[src/rtl/cellrx_pkg.sv]
package cellrx_pkg;
  // Words per cell for a given bus width: 16-bit bus carries a pad word
  function automatic int cell_words(input int dw);
    return (dw == 16) ? 27 : 53;
  endfunction

  typedef struct packed {
    logic first;
    logic take;
  } seq_evt_t;
endpackage

[src/rtl/cellrx_select.sv]
module cellrx_select #(
  parameter int ADDR_W = 5
) (
  input  logic              clk,
  input  logic              rst,
  input  logic              multi_phy,
  input  logic [ADDR_W-1:0] own_addr,
  input  logic [ADDR_W-1:0] addr_in,
  input  logic              rd_en_n,
  output logic              sel,
  output logic              clav_oe
);
  logic hit;

  assign hit = multi_phy ? (addr_in == own_addr) : 1'b1;

  always_ff @(posedge clk) begin
    if (rst) begin
      sel     <= 1'b0;
      clav_oe <= 1'b0;
    end else begin
      clav_oe <= hit;
      if (rd_en_n) sel <= hit;
    end
  end
endmodule

[src/rtl/cellrx_seq.sv]
module cellrx_seq
  import cellrx_pkg::*;
#(
  parameter int CELL_W = 27,
  parameter int CNT_W  = 4
) (
  input  logic             clk,
  input  logic             rst,
  input  logic             go,
  input  logic             fifo_valid,
  input  logic [CNT_W-1:0] fifo_cells,
  output logic             fifo_ready,
  output seq_evt_t         evt,
  output logic             clav
);
  localparam int IDX_W = $clog2(CELL_W);
  localparam logic [IDX_W-1:0] LAST = IDX_W'(CELL_W - 1);

  logic [IDX_W-1:0] idx;
  logic             mid;
  logic             have_one;
  logic             have_two;

  assign mid      = (idx != '0);
  assign have_one = (fifo_cells != '0);
  assign have_two = (fifo_cells > CNT_W'(1));

  assign fifo_ready = go && (mid || have_one);
  assign clav       = mid ? have_two : have_one;
  assign evt.take   = fifo_ready && fifo_valid;
  assign evt.first  = !mid;

  always_ff @(posedge clk) begin
    if (rst) begin
      idx <= '0;
    end else if (evt.take) begin
      idx <= (idx == LAST) ? '0 : idx + 1'b1;
    end
  end
endmodule

[src/rtl/cellrx_outreg.sv]
module cellrx_outreg
  import cellrx_pkg::*;
#(
  parameter int DATA_W = 16
) (
  input  logic              clk,
  input  logic              rst,
  input  seq_evt_t          evt,
  input  logic [DATA_W-1:0] fifo_data,
  output logic [DATA_W-1:0] rx_data,
  output logic              rx_par,
  output logic              rx_soc,
  output logic              rx_valid
);
  always_ff @(posedge clk) begin
    if (rst) begin
      rx_data  <= '0;
      rx_par   <= 1'b1;
      rx_soc   <= 1'b0;
      rx_valid <= 1'b0;
    end else begin
      rx_valid <= evt.take;
      if (evt.take) begin
        rx_data <= fifo_data;
        rx_par  <= ~(^fifo_data);
        rx_soc  <= evt.first;
      end else begin
        rx_soc  <= 1'b0;
      end
    end
  end
endmodule

[src/rtl/cellrx_phy_port.sv]
module cellrx_phy_port
  import cellrx_pkg::*;
#(
  parameter int DATA_W = 16,
  parameter int ADDR_W = 5,
  parameter int CNT_W  = 4
) (
  input  logic              clk,
  input  logic              rst,
  input  logic              multi_phy,
  input  logic [ADDR_W-1:0] own_addr,
  input  logic [ADDR_W-1:0] addr_in,
  input  logic              rd_en_n,
  input  logic [DATA_W-1:0] fifo_data,
  input  logic              fifo_valid,
  input  logic [CNT_W-1:0]  fifo_cells,
  output logic              fifo_ready,
  output logic [DATA_W-1:0] rx_data,
  output logic              rx_soc,
  output logic              rx_par,
  output logic              rx_valid,
  output logic              bus_oe,
  output logic              clav,
  output logic              clav_oe
);
  localparam int CELL_W = cell_words(DATA_W);

  logic     sel;
  seq_evt_t evt;

  generate
    if (DATA_W != 8 && DATA_W != 16) begin : g_bad_width
      initial $error("cellrx_phy_port: DATA_W must be 8 or 16");
    end
  endgenerate

  cellrx_select #(.ADDR_W(ADDR_W)) u_sel (
    .clk(clk), .rst(rst), .multi_phy(multi_phy), .own_addr(own_addr),
    .addr_in(addr_in), .rd_en_n(rd_en_n), .sel(sel), .clav_oe(clav_oe)
  );

  cellrx_seq #(.CELL_W(CELL_W), .CNT_W(CNT_W)) u_seq (
    .clk(clk), .rst(rst), .go(sel && !rd_en_n), .fifo_valid(fifo_valid),
    .fifo_cells(fifo_cells), .fifo_ready(fifo_ready), .evt(evt), .clav(clav)
  );

  cellrx_outreg #(.DATA_W(DATA_W)) u_out (
    .clk(clk), .rst(rst), .evt(evt), .fifo_data(fifo_data),
    .rx_data(rx_data), .rx_par(rx_par), .rx_soc(rx_soc), .rx_valid(rx_valid)
  );

  assign bus_oe = sel;
endmodule

[config.mk]
export PLATFORM = sky130hd
export DESIGN_NAME = cellrx_phy_port
export DESIGN_NICKNAME = d
export VERILOG_FILES = /design/src/rtl/cellrx_pkg.sv /design/src/rtl/cellrx_select.sv /design/src/rtl/cellrx_seq.sv /design/src/rtl/cellrx_outreg.sv /design/src/rtl/cellrx_phy_port.sv
export SDC_FILE = /design/constraint.sdc
export NUM_CORES = 1
export LEC_CHECK = 0
export ABC_CLOCK_PERIOD_IN_PS = 2200
export CAP_MARGIN = 20
export CORE_ASPECT_RATIO = 0.5
export CORE_UTILIZATION = 40
export DETAILED_ROUTE_END_ITERATION = 10
export PLACE_DENSITY = 0.91
export SLEW_MARGIN = 20
export SYNTH_ARGS = -nofsm -noshare
export SYNTH_HDL_FRONTEND = slang
export SYNTH_SLANG_ARGS = --single-unit
[constraint.sdc]
create_clock -name clk -period 2.2 [get_ports clk]
set_input_delay 0.44 -clock clk [delete_from_list [all_inputs] [get_ports clk]]
set_output_delay 0.44 -clock clk [all_outputs]
set_load 0.02 [all_outputs]
Word level (Yosys, flattened, before mapping):

Index checks and enable logic that the tools add are counted.

* bits of input ports: 35
* output and inout port bits: 23
* register bits after elaboration: 26
* logic and storage cells: 26

* eq/ne operators: 2
* mux-type cells: 3
* bitwise gates (word level): 2
* reductions and logical operators: 10
* order comparisons: 1
* $add $sub $neg: 1

Operator list (number)
* $reduce_xor 16->1: 1
* $add 5x1->5 const B: 1
* $eq 5x5->1: 1
* $eq 5x5->1 const B: 1
* $mux 5: 1
* $reduce_bool 5->1: 1
* $gt 4x1->1 const B: 1
* $reduce_bool 4->1: 1
* $logic_and 1x1->1: 3
* $logic_not 1->1: 2
* $mux 1: 2
* $not 1->1: 2
* $reduce_or 2->1: 1
* $logic_or 1x1->1: 1

Longest topological paths before layout:

Gate-level depths: netlist of run 1.

* depth in word-level cells: 6
* mapped depth: 8
* mapped depth without buffers: 7

Cells and area by module:

Synthesis of run 1 repeated with hierarchy kept, for this count alone.

* cells, all modules: 134
* area total of the unflattened synthesis: 1290.0 um2

By module, submodules not included
* cellrx_outreg: sequential area each 380.4 um2, instances 1, cells each 75, area each 773.2 um2
* cellrx_seq: sequential area each 100.1 um2, instances 1, cells each 43, area each 367.9 um2
* cellrx_select: sequential area each 40.0 um2, instances 1, cells each 15, area each 135.1 um2
* cellrx_phy_port: sequential area each 0.0 um2, instances 1, cells each 1, area each 13.8 um2

Worst setup path before layout of run 1:

Ideal clock, no wire load.

* path kind: reg-to-output
* start point: register u_seq.idx[0]
* end point: output port clav
* required time: 1.760 ns
* path slack: 0.377 ns
* stages on the path, launching flop included: 5
* arrival: 1.383 ns
* path buffers: 0
* cells stage by stage: dfxtp_1 -> inv_1 -> ha_1 -> or4b_4 -> o21bai_1

* word-level cells in the longest chain between the ends: 2

RTL lines
* start: declaration: line cellrx_seq.sv:19 `logic [IDX_W-1:0] idx;`
* start signal: assignment: line cellrx_seq.sv:37 `idx <= (idx == LAST) ? '0 : idx + 1'b1;`
* $reduce_bool 5->1: line cellrx_seq.sv:24 `assign mid = (idx != '0);`
* $mux 1: line cellrx_seq.sv:29 `assign clav = mid ? have_two : have_one;`
* end: declaration: line cellrx_phy_port.sv:23 `output logic clav,`

Every way passes these cells.

Final worst setup path of run 1:

* start point: register u_seq.idx[0]
* end point: output port fifo_ready

* word-level cells in the longest chain between the ends: 3

RTL lines
* $reduce_bool 5->1: line cellrx_seq.sv:24
* $logic_or 1x1->1: line cellrx_seq.sv:28 `assign fifo_ready = go && (mid || have_one);`
* $logic_and 1x1->1: line cellrx_seq.sv:28
* end: declaration: line cellrx_phy_port.sv:17 `output logic fifo_ready,`

Every way passes these cells.

==> results.md, run 1 <==
* # setup viols final at 0
* Cts hold-fix bufs at 0
* Die area at ~0.0033 mm^2
* Area of the multi-input gates at between 600 and 700 um^2
* Finished Core Util at 0.715
* YS warnings at 0
* Die X at 80.2 um
* Storage element area at 520 um^2
* Pwr Density at ~570 mW/mm^2
* Mapped Cells at 141
* Clock period minus worst slack at about 2.1 ns
* Switching share of power at 0.237
* Post-detail-place hpwl at 2690 um
* P&R area growth vs syn at 60.7%
* Met2 routed WL at 1960 um
* Ys async rst share at 0
* Max Clock Freq at about 470 MHz
* Commonest non-fill, non-tap cells in the layout: clkdlybuf4s50_1 (55), nand2_1 (36), dfxtp_1 (26)
* Mean Syn Cell Area at approximately 8.7 um^2
* Post-Syn Nets at about 180
* P_leak at a little over 0.7 nW
* Final Wtd Congestion at 0.799
* Placed Cells at between 200 and 250
* Met1 wire length at 1490 um
* Clk_lat worst skew at 0.28 ns
* CTS tree: built
* Max H-tree Level at 1
* Final ANT Viol Nets at 0
* Critical Path Start Type: register
* CTS clock-pin slew for the worst setup and hold paths at 0.10 ns
* Number of library cell types mapped by synthesis at 25
* Core Region at 0.00275 mm^2
* Ports at 58
* Sequential Power Share at 0.433
* Drt drc at 0
* Top Metal Used: met4
* Crit Path Max Fanout at 3
* Die height at slightly above 40 um
* Number of fill cells at 180
* Share of cells above drive strength 1 at 0.124
* Total GRT Usage at 0.228
* Drt via density at a little over 5
* Data arrival time of the critical path at 1.70 ns
* Cell Count, Final, Fillers Out at 247
* # rows at 13
* Maximum root-to-sink buffer count at 2
* Starting density of the core at 0.445
* Drt wl/cell at 14.5 um
* Comb power frac at 0.207
* #FFs+latches synth at 26
* Total grt overflow at 0
* Clk_skew at roughly 0.0064 ns
* Hold crit path type: register to register
* Root Buffer: clkbuf_8
* Max Slew Vio Count at 0
* PortBufs at 57
* Pint at 0.858 mW
* Synth Cell Area at about 0.0012 mm^2
* Pre-CTS setup slack at -0.265 ns
* DR iter-0 viols at 63
* NetSw at 0.266 mW
* CTS Buf Count at 3
* Ys flop type: dfxtp_1
* Global-route wire length before repair at 5480 um
* Commonest non-fill, non-tap cell in the layout: clkdlybuf4s50_1
* # nets final at 249
* Maxcap violations at 0
* Vias at 1257
* RSZ-0062 raised after global routing: no
* Post-CTS setup buffers at 0
* Clock Sinks at 26
* Sequential area share after synthesis at 0.426
* Status: complete, no violations
* Clock power frac at 0.359
* Worst-Margin Slew at 0.327 ns
* Final period utilization at 0.972
* Worst setup margin at 0.0611 ns
* WL final at approximately 3600 um
* Slew headroom at 0.781
* Routed wl met3 at ~75 um
* Worst EP required at approximately 1.8 ns
* Largest net degree at the start of global routing at 16
* Final Hold Vio Count at 0
* Critical path class: register to output port
* First-pass detailed-route iteration total at 4
* Peak supply drop at 348 uV
* Vias in the first global route at roughly 1200
* EDFF count, synth at 0
* Crit end category: output port
* Number of diodes at 0
* Initial antenna violation count at 0
==> per-stage QoR <==
step                      power [mW]  instance area [um^2]  hold WS, ns  TNS [ns]
after floorplan                0.610                  1220        0.475         0
after global placement         0.721                  1900        0.441    -0.393
after detailed placement       0.729                  1900        0.448     -1.43
after CTS                       1.12                  1960        0.461         0
after global routing            1.16                  1960        0.475         0
final                           1.12                  1960        0.457         0
==> cells in the mapped netlist (2+ instances only) <==
library cell   n  area, um^2
buf_6          3        33.8
xnor2_1       16         140
nand3_1        5        25.0
ha_1           3        37.5
nor3_1         2        10.0
inv_1          3        11.3
nand2_1       36         135
xor2_1         4        35.0
clkbuf_1       4        15.0
a21oi_1       19        95.1
nor2_1         3        11.3
a311oi_1       4        35.0
dfxtp_1       26         521
a41oi_1        2        17.5
==> path summary, 6_finish.rpt <==
path                            slack (ns)              from          endpoint  depth (start not counted)
worst max-delay path                  0.06      u_seq.idx[0]        fifo_ready                          6
worst min-delay path                  0.46  u_out.rx_data[0]  u_out.rx_data[0]                          2
worst max register to register        0.11      u_seq.idx[0]      u_seq.idx[2]                          9
worst min register to register        0.46  u_out.rx_data[0]  u_out.rx_data[0]                          2
==> repair_timing <==
action / 4_1_cts / 5_1_grt
gates resized for setup: 8 / 0
setup endpoints to repair: 2 / 1
pin swaps: 0 / 1
cloned: 0 / 0
==> cells by family after synthesis <==
kind of cell,share of synthesized area
AO/OA/AOI/OAI,0.143
XOR/XNOR,0.143
adder cells (fa/ha/maj),0.0307
buffers and inverters,0.0491
flip-flops,0.426
AND/OR/NAND/NOR,0.208
==> layer usage <==
layer | GRT usage | vias up
li1 | - | 613
met1 | 0.240 | 611
met2 | 0.491 | 25
met3 | 0.0356 | 8
met4 | 0.0848 | 0
met5 | 0 | -
==> registers in the layout, indices dropped and copies added (netlist names) <==
signal          flops
u_sel.sel           1
u_out.rx_data      16
u_out.rx_par        1
u_sel.clav_oe       1
u_out.rx_valid      1
u_out.rx_soc        1
u_seq.idx           5
==> power by group through the flow <==
stage | logic (mW) | registers, mW | clock network (mW)
after floorplan | 0.0995 | 0.510 | 0
after global placement | 0.224 | 0.497 | 0
after detailed placement | 0.231 | 0.498 | 0
after CTS | 0.232 | 0.487 | 0.401
after global routing | 0.249 | 0.488 | 0.425
final | 0.233 | 0.487 | 0.404
==> worst max-delay path, stage by stage, from the launching register on <==
cell	delay [ns]
dfxtp_1	0.33
inv_1	0.07
ha_1	0.15
or4b_4	0.50
nor3_4	0.14
nor2_1	0.07
buf_2	0.16
==> layout make-up <==
type                    count  area share
repair buffers             72       0.343
multi-input cells         105       0.327
flip-flops and latches     26       0.265
well taps                  37      0.0236
clock buffers               3      0.0210
clock inverters             1      0.0153
inverters                   3     0.00573
Note: power is estimated with default switching activity, not from simulation.
==> run 2, diff against run 1 <==
Settings changed: PLACE_DENSITY 0.91 to 0.84.
==> run 2 against run 1 <==
Power decreased by 9.2%; cell count decreased by 1.6%; sequential power about the same; critical path depth decreased by 1; global-route usage decreased by 3.7 points; largest cell class unchanged.
==> results.md, run 2 (synthesis gave the netlist of run 1 again) <==
* Status: complete, no violations (unchanged)
* Final instance area at 0.00195 mm^2 (was 0.00196 mm^2)
* Number of diodes at 0 (unchanged)
* Drt drc at 0 (unchanged)
* Die X at 80.2 um (unchanged)
* Starting density of the core at 0.445 (unchanged)
* CTS clock-pin slew for the worst setup and hold paths at 0.08 ns (was 0.10 ns)
* Drt via density at 4.89 (was 5.09)
* Data arrival time of the critical path at 1.69 ns (was 1.70 ns)
* Clock power frac at 0.299 (was 0.359)
* Pint at 0.775 mW (was 0.858 mW)
* Clock Sinks at 26 (unchanged)
* Initial antenna violation count at 0 (unchanged)
* Worst EP required at 1.76 ns (about the same)
* Root Buffer: clkbuf_8 (unchanged)
* Critical Path Start Type: input pin (was register)
* Final period utilization at 0.968 (was 0.972)
* # rows at 13 (unchanged)
* Largest registers: u_out.rx_data: 16 flops, u_seq.idx: 5 flops (unchanged)
* NetSw at 0.246 mW (was 0.266 mW)
* DR iter-0 viols at 58 (was 63)
* CTS Buf Count at 3 (unchanged)
* Switching share of power at 0.241 (was 0.237)
* WL final at 3040 um (was 3590 um)
* Drt wl/cell at 12.5 um (was 14.5 um)
* Clock period minus worst slack at 2.13 ns (was 2.14 ns)
* CTS tree: built (unchanged)
* RSZ-0062 raised after global routing: yes (was no)
* Area of the multi-input gates at 653 um^2 (was 642 um^2)
* Vias at 1188 (was 1257)
* Ports at 58 (unchanged)
* Global-route wire length before repair at 4570 um (was 5480 um)
* Max Clock Freq at 470 MHz (was 468 MHz)
* Max reg flops at 16 (unchanged)
* PortBufs at 57 (unchanged)
* Clk_lat worst skew at 0.27 ns (was 0.28 ns)
* Maxcap violations at 0 (unchanged)
* Reg2reg path depth at 9 (unchanged)
* Pwr Density at 522 mW/mm^2 (was 573 mW/mm^2)
* Total grt overflow at 0 (unchanged)
* First-pass detailed-route iteration total at 4 (unchanged)
* P_leak at 0.700 nW (was 0.716 nW)
* Core Region at 0.00275 mm^2 (unchanged)
* Share of cells above drive strength 1 at 0.112 (was 0.124)
* Max Slew Vio Count at 0 (unchanged)
* P&R area growth vs syn at 59.9% (was 60.7%)
* Critical path class: input pin to output port (was register to output port)
* Die area at 0.00329 mm^2 (unchanged)
* Max H-tree Level at 1 (unchanged)
* Finished Core Util at 0.711 (was 0.715)
* Slew headroom at 0.643 (was 0.781)
* Crit Path Max Fanout at 2 (was 3)
* Worst-Margin Slew at 0.535 ns (was 0.327 ns)
* Peak supply drop at 325 uV (was 348 uV)
* Final Wtd Congestion at 0.753 (was 0.799)
* Hold_ws at 0.455 ns (was 0.457 ns)
* Cts hold-fix bufs at 0 (unchanged)
* Hold Crit Depth at 2 (unchanged)
* Number of fill cells at 204 (was 180)
* Die height at 41.1 um (unchanged)
* Clk_skew at 0.00353 ns (was 0.00643 ns)
* # nets final at 245 (was 249)
* Maximum root-to-sink buffer count at 2 (unchanged)
* Storage element area at 520 um^2 (unchanged)
* Setup TNS at 0 ns (unchanged)
* Commonest non-fill, non-tap cell in the layout: clkdlybuf4s50_1 (unchanged)
* Vias in the first global route at 1025 (was 1221)
* Sequential Power Share at 0.477 (was 0.433)
* Crit end category: output port (unchanged)
* Commonest non-fill, non-tap cells in the layout: clkdlybuf4s50_1 (55), nand2_1 (36), dfxtp_1 (26) (unchanged)
* Post-detail-place hpwl at 2280 um (was 2690 um)
* Register with the most flip-flops: u_out.rx_data (unchanged)
* Largest net degree at the start of global routing at 27 (was 16)
* Placed Area at 0.00190 mm^2 (about the same)
* Final ANT Viol Nets at 0 (unchanged)
* # setup viols final at 0 (unchanged)
* Final Hold Vio Count at 0 (unchanged)
* PnR Total Power at 1.02 mW (was 1.12 mW)
* Comb power frac at 0.225 (was 0.207)
* Hold crit path type: register to register (unchanged)
* Total GRT Usage at 0.191 (was 0.228)
==> run 2: cell types whose count changed in the layout (fill, tap and decap cells not counted), sizes merged <==
cell    delta
clkbuf     +1
bufinv     -1
buf        -4
==> run 2: worst paths after layout <==
| path | slack, ns | startpoint | endpoint |
|---|---|---|---|
| setup / recovery | 0.07 | fifo_cells[1] | fifo_ready |
| hold / removal | 0.46 | u_out.rx_data[0] | u_out.rx_data[0] |
| setup reg to reg | 0.17 | u_seq.idx[0] | u_out.rx_data[8] |
| hold reg to reg | 0.46 | u_out.rx_data[0] | u_out.rx_data[0] |
==> run 2: per-stage QoR <==
step	setup slack, ns	cells
finish	0.0709	243
global placement	-0.221	239
detailed placement	-0.286	239
global route	-0.0148	243
CTS	0.00704	243
floorplan	0.377	141
==> run 2: power by group through the flow <==
stage                     clock network (mW)  registers (mW)  logic [mW]
after floorplan                            0           0.510      0.0995
after global placement                     0           0.497       0.223
after detailed placement                   0           0.498       0.228
after CTS                              0.319           0.487       0.231
after global routing                   0.343           0.488       0.248
final                                  0.305           0.487       0.229
==> run 2: layout make-up <==
cell class,count,area share
clock buffers,4,0.0282
inverters,3,0.00576
multi-input cells,105,0.334
flip-flops and latches,26,0.266
well taps,37,0.0237
repair buffers,68,0.342
==> run 2: what timing repair did <==
item                                    in CTS  in global routing
buffers inserted                             0                  0
endpoints found under the setup margin       4                  2
resized for setup                            8                  2
pin swaps                                    0                  1
==> run 2: worst max-delay path, stage by stage <==
cell             delay, ns
clkdlybuf4s50_1       0.43
or3_4                 0.41
nor3_4                0.19
nor2_1                0.06
buf_2                 0.15
==> run 2: per-layer routing <==
| layer | vias to the layer above | global-route usage | wire [um] |
|---|---|---|---|
| li1 | 606 | - | - |
| met2 | 22 | 0.378 | 1590 |
| met1 | 556 | 0.209 | 1320 |
| met3 | 4 | 0.0444 | 88 |
| met4 | 0 | 0.0804 | 38 |
| met5 | - | 0 | 0 |
==> run 3, diff against run 2 <==
Settings changed: REMOVE_ABC_BUFFERS from default to 1.
==> run 3 against run 2 <==
Clock skew increased by 0.0019 ns; critical path type is now register to output port; register-to-register slack improved by 0.03 ns; sequential cell count unchanged; largest cell class is now multi-input gates.
==> results.md, run 3 (synthesis gave the netlist of run 1 again) <==
* Status: complete, no violations (unchanged)
* Die X at 80.2 um (unchanged)
* Largest net degree at the start of global routing at 23 (was 27)
* Max Slew Vio Count at 0 (unchanged)
* Pwr Density at 523 mW/mm^2 (was 522 mW/mm^2)
* CTS tree: built (unchanged)
* Storage element area at 523 um^2 (was 520 um^2)
* Worst EP required at 1.76 ns (about the same)
* Final Wtd Congestion at 0.737 (was 0.753)
* RSZ-0062 raised after global routing: yes (unchanged)
* Critical path class: register to output port (was input pin to output port)
* PortBufs at 57 (unchanged)
* Total GRT Usage at 0.193 (was 0.191)
* Crit path buffers/inverters at 2 (unchanged)
* Ports at 58 (unchanged)
* First-pass detailed-route iteration total at 4 (unchanged)
* Post-detail-place hpwl at 2210 um (was 2280 um)
* Clock period minus worst slack at 2.19 ns (was 2.13 ns)
* Post-CTS setup buffers at 0 (unchanged)
* Drt wl/cell at 12.0 um (was 12.5 um)
* DR iter-0 viols at 14 (was 58)
* Maximum root-to-sink buffer count at 2 (unchanged)
* Slowest cell delay on critical path at 0.49 ns (was 0.43 ns)
* Top Metal Used: met4 (unchanged)
* CP delay by family, top: simple AND/OR/NAND/NOR gates (unchanged)
* CP Cell Sequence: inv_2 -> ha_4 -> or4b_4 -> nor3_4 -> nor2_1 -> buf_4 (was clkdlybuf4s50_1 -> or3_4 -> nor3_4 -> nor2_1 -> buf_2)
* Initial antenna violation count at 0 (unchanged)
* Share of cells above drive strength 1 at 0.132 (was 0.112)
* CTS Buf Count at 3 (unchanged)
* CTS clock-pin slew for the worst setup and hold paths at 0.09 ns (was 0.08 ns)
* Clock Sinks at 26 (unchanged)
* Final ANT Viol Nets at 0 (unchanged)
* Peak supply drop at 300 uV (was 325 uV)
* Routed wl met3 at 157 um (was 88 um)
* Vias at 1202 (was 1188)
* Cts hold-fix bufs at 0 (unchanged)
* Met2 routed WL at 1530 um (was 1590 um)
* Maxcap violations at 0 (unchanged)
* Slew headroom at 0.533 (was 0.643)
* Clk_skew at 0.00548 ns (was 0.00353 ns)
* Worst-Margin Slew at 0.700 ns (was 0.535 ns)
* Max Clock Freq at 458 MHz (was 470 MHz)
* Core Region at 0.00275 mm^2 (unchanged)
* Placed Cells at 238 (was 239)
* Hold crit path type: register to register (unchanged)
* WL final at 2920 um (was 3040 um)
* P_leak at 0.694 nW (was 0.700 nW)
* Critical Path Start Type: register (was input pin)
* Area of the multi-input gates at 666 um^2 (was 653 um^2)
* Cell Count, Final, Fillers Out at 242 (was 243)
* # setup viols final at 0 (unchanged)
* Commonest non-fill, non-tap cells in the layout: clkdlybuf4s50_1 (55), nand2_1 (36), dfxtp_1 (24) (was clkdlybuf4s50_1 (55), nand2_1 (36), dfxtp_1 (26))
* Pre-CTS setup slack at -0.334 ns (was -0.286 ns)
* Drt drc at 0 (unchanged)
* Number of fill cells at 215 (was 204)
* Slowest-stage cell, CP: or4b_4 (was clkdlybuf4s50_1)
* Starting density of the core at 0.445 (unchanged)
* Worst setup margin at 0.0149 ns (was 0.0709 ns)
* Die height at 41.1 um (unchanged)
* Drt via density at 4.97 (was 4.89)
* P&R area growth vs syn at 59.7% (was 59.9%)
* Commonest non-fill, non-tap cell in the layout: clkdlybuf4s50_1 (unchanged)
* Final instance area at 0.00195 mm^2 (about the same)
* Data arrival time of the critical path at 1.75 ns (was 1.69 ns)
* Global-route wire length before repair at 4620 um (was 4570 um)
* Final period utilization at 0.993 (was 0.968)
* Register with the most flip-flops: u_out.rx_data (unchanged)
* Clk_lat worst skew at 0.27 ns (about the same)
* Final Hold Vio Count at 0 (unchanged)
* Number of diodes at 0 (unchanged)
* Crit Path Max Fanout at 3 (was 2)
* Max H-tree Level at 1 (unchanged)
* Vias in the first global route at 1111 (was 1025)
* Placed Area at 0.00188 mm^2 (was 0.00190 mm^2)
* # rows at 13 (unchanged)
* Die area at 0.00329 mm^2 (unchanged)
* Hold_ws at 0.457 ns (was 0.455 ns)
* Total grt overflow at 0 (unchanged)
* Root Buffer: clkbuf_8 (unchanged)
* Met1 wire length at 1210 um (was 1320 um)
* Crit end category: output port (unchanged)
* # nets final at 244 (was 245)
* Max reg flops at 16 (unchanged)
* Largest registers: u_out.rx_data: 16 flops, u_seq.idx: 5 flops (unchanged)
run 3: cell type report:
class	instances	area share
multi-input combinational	105	0.341
timing repair buffer	67	0.333
sequential	26	0.268
clock buffer	4	0.0282
tap	37	0.0237
inverter	3	0.00577
run 3: repair_timing:
item | 4_1_cts | 5_1_grt
pin swaps | 1 | 3
setup endpoints to repair | 13 | 2
gates resized for setup | 9 | 8
run 3: metal layers:
layer  up-vias  global-route usage
li1        604                   -
met1       550               0.207
met2        46               0.395
met3         2              0.0556
met4         0              0.0536
met5         -                   0
run 3: worst register-to-register path, cell delays in order (launching register included):
cell and delay, ns:
dfxtp_2 0.35, inv_2 0.05, ha_4 0.14, or4b_4 0.22
nor3_4 0.05, nor3b_4 0.61, a41oi_1 0.22, a311oi_1 0.27
run 3: path summary, 6_finish.rpt:
path / start / end / depth (start not counted) / slack, ns
worst min register to register: u_out.rx_data[10] / u_out.rx_data[10] / 2 / 0.46
worst min-delay path: u_out.rx_data[10] / u_out.rx_data[10] / 2 / 0.46
worst max register to register: u_seq.idx[0] / u_seq.idx[4] / 7 / 0.20
worst max-delay path: u_seq.idx[0] / fifo_ready / 6 / 0.01
run 3: power by group:
part           internal, mW  leakage, nW  switching [mW]
clock network         0.160       0.0288           0.152
logic                 0.132        0.453          0.0898
registers             0.481        0.212         0.00529
total                 0.774        0.694           0.247
run 3: per-stage QoR:
stage	utilization	total power, mW	TNS, ns
3_3_place_gp	0.683	0.714	-2.84
3_5_place_dp	0.683	0.719	-4.50
2_1_floorplan	-	0.600	0
4_1_cts	0.706	1.02	0
5_1_grt	0.710	1.06	-0.0578
6_report	0.710	1.02	0
